[src/rtl/t1pc_pkg.sv]
package t1pc_pkg;

    localparam int LINE_CNT_W = 16;
    localparam int BYTE_W     = 8;

    typedef enum logic {
        FRM_SF  = 1'b0,
        FRM_ESF = 1'b1
    } frame_mode_e;

    typedef enum logic {
        OOS_SRC_FBIT  = 1'b0,
        OOS_SRC_MFOOS = 1'b1
    } oos_src_e;

    typedef struct packed {
        logic line;
        logic path;
        logic oos;
    } cnt_evt_t;

endpackage

[src/rtl/t1pc_evt_route.sv]
module t1pc_evt_route
    import t1pc_pkg::*;
(
    input  logic     esf_mode,
    input  logic     fs_incl,
    input  logic     oos_sel,
    input  logic     rx_los,
    input  logic     lcv_evt,
    input  logic     crc_err_evt,
    input  logic     ft_err_evt,
    input  logic     fs_err_evt,
    input  logic     fps_err_evt,
    input  logic     mf_evt,
    output cnt_evt_t evt
);

    frame_mode_e mode;
    oos_src_e    src;
    logic        sf_fbit;
    logic        fbit_err;
    logic        path_raw;

    assign mode    = frame_mode_e'(esf_mode);
    assign src     = oos_src_e'(oos_sel);
    assign sf_fbit = ft_err_evt | (fs_incl & fs_err_evt);

    // Framing-bit error and raw path event depend on the framing mode
    always_comb begin
        unique case (mode)
            FRM_ESF: begin
                fbit_err = fps_err_evt;
                path_raw = crc_err_evt;
            end
            FRM_SF: begin
                fbit_err = sf_fbit;
                path_raw = sf_fbit;
            end
            default: begin
                fbit_err = 1'b0;
                path_raw = 1'b0;
            end
        endcase
    end

    always_comb begin
        evt.line = lcv_evt;
        evt.path = path_raw & ~rx_los;
        unique case (src)
            OOS_SRC_FBIT:  evt.oos = fbit_err;
            OOS_SRC_MFOOS: evt.oos = mf_evt & rx_los;
            default:       evt.oos = 1'b0;
        endcase
    end

endmodule

[src/rtl/t1pc_sat_cnt.sv]
module t1pc_sat_cnt #(
    parameter int W = 12
) (
    input  logic         clk,
    input  logic         rst_n,
    input  logic         tick,
    input  logic         inc,
    output logic [W-1:0] cnt,
    output logic [W-1:0] hold
);

    localparam logic [W-1:0] CNT_MAX = '1;
    localparam logic [W-1:0] CNT_ONE = {{(W-1){1'b0}}, 1'b1};

    logic at_max;
    assign at_max = (cnt == CNT_MAX);

    // Snapshot and restart share one edge; a same-cycle event seeds the new period
    always_ff @(posedge clk) begin
        if (!rst_n) begin
            cnt  <= '0;
            hold <= '0;
        end else if (tick) begin
            hold <= cnt;
            cnt  <= inc ? CNT_ONE : '0;
        end else if (inc && !at_max) begin
            cnt  <= cnt + CNT_ONE;
        end
    end

endmodule

[src/rtl/t1_perf_counters.sv]
module t1_perf_counters
    import t1pc_pkg::*;
#(
    parameter int PATH_W = 12,
    parameter int OOS_W  = 12
) (
    input  logic              clk,
    input  logic              rst_n,
    input  logic              sec_tick,
    input  logic              esf_mode,
    input  logic              fs_incl,
    input  logic              oos_sel,
    input  logic              rx_los,
    input  logic              lcv_evt,
    input  logic              crc_err_evt,
    input  logic              ft_err_evt,
    input  logic              fs_err_evt,
    input  logic              fps_err_evt,
    input  logic              mf_evt,
    output logic [BYTE_W-1:0] lcv_hold_hi,
    output logic [BYTE_W-1:0] lcv_hold_lo,
    output logic [PATH_W-1:0] path_hold,
    output logic [OOS_W-1:0]  oos_hold
);

    cnt_evt_t              evt;
    logic [LINE_CNT_W-1:0] lcv_cnt;
    logic [LINE_CNT_W-1:0] lcv_hold;
    logic [PATH_W-1:0]     path_cnt;
    logic [OOS_W-1:0]      oos_cnt;

    t1pc_evt_route u_route (
        .esf_mode    (esf_mode),
        .fs_incl     (fs_incl),
        .oos_sel     (oos_sel),
        .rx_los      (rx_los),
        .lcv_evt     (lcv_evt),
        .crc_err_evt (crc_err_evt),
        .ft_err_evt  (ft_err_evt),
        .fs_err_evt  (fs_err_evt),
        .fps_err_evt (fps_err_evt),
        .mf_evt      (mf_evt),
        .evt         (evt)
    );

    t1pc_sat_cnt #(.W(LINE_CNT_W)) u_line (
        .clk (clk), .rst_n (rst_n), .tick (sec_tick), .inc (evt.line),
        .cnt (lcv_cnt), .hold (lcv_hold)
    );

    t1pc_sat_cnt #(.W(PATH_W)) u_path (
        .clk (clk), .rst_n (rst_n), .tick (sec_tick), .inc (evt.path),
        .cnt (path_cnt), .hold (path_hold)
    );

    t1pc_sat_cnt #(.W(OOS_W)) u_oos (
        .clk (clk), .rst_n (rst_n), .tick (sec_tick), .inc (evt.oos),
        .cnt (oos_cnt), .hold (oos_hold)
    );

    assign lcv_hold_hi = lcv_hold[LINE_CNT_W-1 -: BYTE_W];
    assign lcv_hold_lo = lcv_hold[BYTE_W-1:0];

endmodule

[config.mk]
export PLATFORM = sky130hd
export DESIGN_NAME = t1_perf_counters
export DESIGN_NICKNAME = d
export VERILOG_FILES = /design/src/rtl/t1pc_pkg.sv /design/src/rtl/t1pc_evt_route.sv /design/src/rtl/t1pc_sat_cnt.sv /design/src/rtl/t1_perf_counters.sv
export SDC_FILE = /design/constraint.sdc
export NUM_CORES = 1
export LEC_CHECK = 0
export CAP_MARGIN = 10
export CORE_MARGIN = 3
export CORE_UTILIZATION = 23
export CTS_CLUSTER_SIZE = 25
export DETAILED_ROUTE_END_ITERATION = 16
export PLACE_DENSITY = 0.43
export RECOVER_POWER = 50
export SLEW_MARGIN = 20
export SYNTH_ARGS = -nofsm -noshare
export SYNTH_HDL_FRONTEND = slang
export SYNTH_SLANG_ARGS = --single-unit
[constraint.sdc]
create_clock -name clk -period 2.2 [get_ports clk]
set_input_delay 0.44 -clock clk [delete_from_list [all_inputs] [get_ports clk]]
set_output_delay 0.44 -clock clk [all_outputs]
set_load 0.05 [all_outputs]
==> qor.csv <==
metric,value,unit
antenna_found_initial,0,
wl_per_cell,13.6,um
slew_headroom,53.5,%
io_buffers,52,
cts-htree-levels,3,
reg2regPathDepth,5,
fin_nets,471,
rrSetupSlack,130,ps
hold_slack,483,ps
wl,9.10,mm
path_cells,ha_1 > nand3_1 > or4_1 > a2111o_1 > o31ai_1,
drc,0,
cp_max_fo,5,
synth_compound_gate_area_share,14.3,%
place_congestion,0.792,
worst_pin_slew,697,ps
path_clk_slew,60,ps
clock_latency,340,ps
stdcell_area,0.00479,sq mm
rsz0062_at_grt,false,
diodes,0,
hold_start,u_line.hold[1]$_SDFFE_PN0P_,
synth_cell_type_count,49,
p_leak,0.00177,uW
hp-class,flip-flop to flip-flop,
synth-main-ff-cell,dfxtp_1,
core_area,0.0153,sq mm
ys_seq_elements,80,
finalMaxSlewViolations,0,
peakVddDrop,356,uV
grt_max_degree,24,
synthCells,399,
skew,3.59,ps
grt_usage,10.8,%
grtUsageMet3,3.66,%
cts.path.max_buffers,2,
status,completed,
die_area,0.0174,sq mm
yosys.area_share.adder,1.03,%
first_iter_violations,128,
grt_use_met1,12.9,%
grt_pass1_vias,3030,
synth_nets,415,
cts_tree,built,
syn_area,0.00364,sq mm
maxCapViolations,0,
crit_type,flip-flop to flip-flop,
cp_slowest_cell,or4_1,
r2r_end,u_oos.cnt[0]$_SDFFE_PN0P_,
start_util,23.8,%
end_kind,flip-flop,
crit_path_start_kind,flip-flop,
cts.sinks,80,
grt-busiest-layer,met2,
most-common-layout-cells,"dfxtp_1 (80), mux2i_1 (48), nor2_1 (44)",
r2r-start,u_oos.cnt[0]$_SDFFE_PN0P_,
hold_depth,2,
gr-total-overflow,0,
synth.area.mux_share,13.2,%
synth_edf_count,0,
min_period,2070,ps
num_rows,45,
ys_seq_area_share,44.0,%
root_buffer,clkbuf_16,
dp_hpwl,6.40,mm
layout_commonest_cell,dfxtp_1,
area_growth,31.6,%
first_pass_iters,4,
max_stage_delay,660,ps
viasPerCell,4.66,
io_pins,53,
vias,3128,
die_h,132,um
fmax,0.482,GHz
finalSetupViolCount,0,
synth_xor_area_share,0,%
syn_avg_cell_area,9.12,sq um
fp.dieW,132,um
yosys_warnings,0,
place_area,0.00446,sq mm
yosys.area_share.simple,23.6,%
grt_pass1_wl,15.3,mm
critPathArrivalTime,2330,ps
power.density,707,mW/mm^2
required,2460,ps
ant_nets,0,
drive_gt1_share,9.35,%
cts_buffers,9,
synth_top_family_by_area,simple AND/OR/NAND/NOR gates,
finalHoldViolCount,0,
hold-path-endpoint,u_line.hold[1]$_SDFFE_PN0P_,
finalCritPeriodShare,94.2,%
met2_usage,17.8,%
async_flop_share,0,%
[per-stage QoR]
step	setup TNS, ps	util [%]	total power (uW)	cells	worst slack (ps)
floorplan	0	-	1610	399	377
global placement	-988	29.1	1690	655	-154
detailed placement	-1440	29.1	1700	655	-166
CTS	0	31.4	3460	671	181
global route	0	31.3	3530	671	28.2
finish	0	31.3	3390	671	127
[cell families (layout without fill, tap and decap cells)]
group	after synthesis	in the layout
AND/OR/NAND/NOR	159	159
flip-flops	80	80
AO/OA/AOI/OAI	78	78
multiplexers	48	48
buffers and inverters	31	92
adder cells (fa/ha/maj)	3	3
[power breakdown]
part,switching [uW],total [uW],internal [uW]
logic,112,189,77.3
registers,8.81,1470,1460
clock network,592,1730,1140
total,713,3390,2670
[synth_stat cells (2+ instances only)]
library cell	count	area (sq um)
a2111o_1	4	45.0
a211oi_1	2	15.0
a21oi_1	27	135
a311oi_1	3	26.3
a31o_2	2	17.5
a31oi_1	7	43.8
and2_1	6	37.5
and3_1	9	56.3
and4_1	7	61.3
buf_1	4	15.0
buf_2	4	20.0
clkbuf_1	14	52.6
dfxtp_1	80	1600
ha_1	3	37.5
inv_1	5	18.8
mux2i_1	48	480
nand2_1	28	105
nand2b_1	7	43.8
nand3_1	15	75.1
nand4_1	9	56.3
nor2_1	44	165
nor2b_1	4	25.0
nor3_1	3	15.0
nor4_1	3	18.8
o21ai_0	9	45.0
o31ai_1	14	105
or3_1	6	37.5
or4_1	10	75.1
or4_4	2	22.5
[worst max path at each step]
stage	from	end	slack, ps	depth (start not counted)
2_1_floorplan	u_oos.cnt[0]$_SDFFE_PN0P_	u_oos.cnt[0]$_SDFFE_PN0P_	380	5
3_3_place_gp	fps_err_evt	u_oos.cnt[8]$_SDFFE_PN0P_	-150	6
3_5_place_dp	fps_err_evt	u_oos.cnt[10]$_SDFFE_PN0P_	-170	5
4_1_cts	u_oos.cnt[0]$_SDFFE_PN0P_	u_oos.cnt[0]$_SDFFE_PN0P_	180	5
5_1_grt	u_oos.cnt[0]$_SDFFE_PN0P_	u_oos.cnt[0]$_SDFFE_PN0P_	30	5
6_report	u_oos.cnt[0]$_SDFFE_PN0P_	u_oos.cnt[0]$_SDFFE_PN0P_	130	5
[layer usage]
metal,part of all wire [%],up-vias
li1,-,1587
met1,47,1473
met2,48,59
met3,3.3,9
met4,1.8,0
met5,0,-
[flip-flops by register name (all words and copies together), names as in the netlist]
register     flops
u_line.cnt      16
u_line.hold     16
u_oos.cnt       12
u_oos.hold      12
u_path.cnt      12
u_path.hold     12
[area by class of cell]
| class | count | area, sq um |
|---|---|---|
| Clock inverter | 5 | 104 |
| Inverter | 6 | 22.5 |
| Multi-Input combinational cell | 288 | 1900 |
| Fill cell | 1651 | 10500 |
| Sequential cell | 80 | 1600 |
| Timing Repair Buffer | 70 | 653 |
| Clock buffer | 11 | 243 |
| Tap cell | 211 | 264 |
[timing repair]
item,in CTS,in global routing
resized for setup,0,1
hold endpoints to repair,0,0
hold buffers,0,0
setup buffers,0,0
setup endpoints to repair,0,1
[critical path: cells and delay by family (launching register included)]
family,cells,cell delay (ps)
DFF,1,420
adders and majority gates,1,240
and+or+nand+nor,2,820
AOI/OAI and AO/OA,2,500
Power figures use the tool's default switching activity.
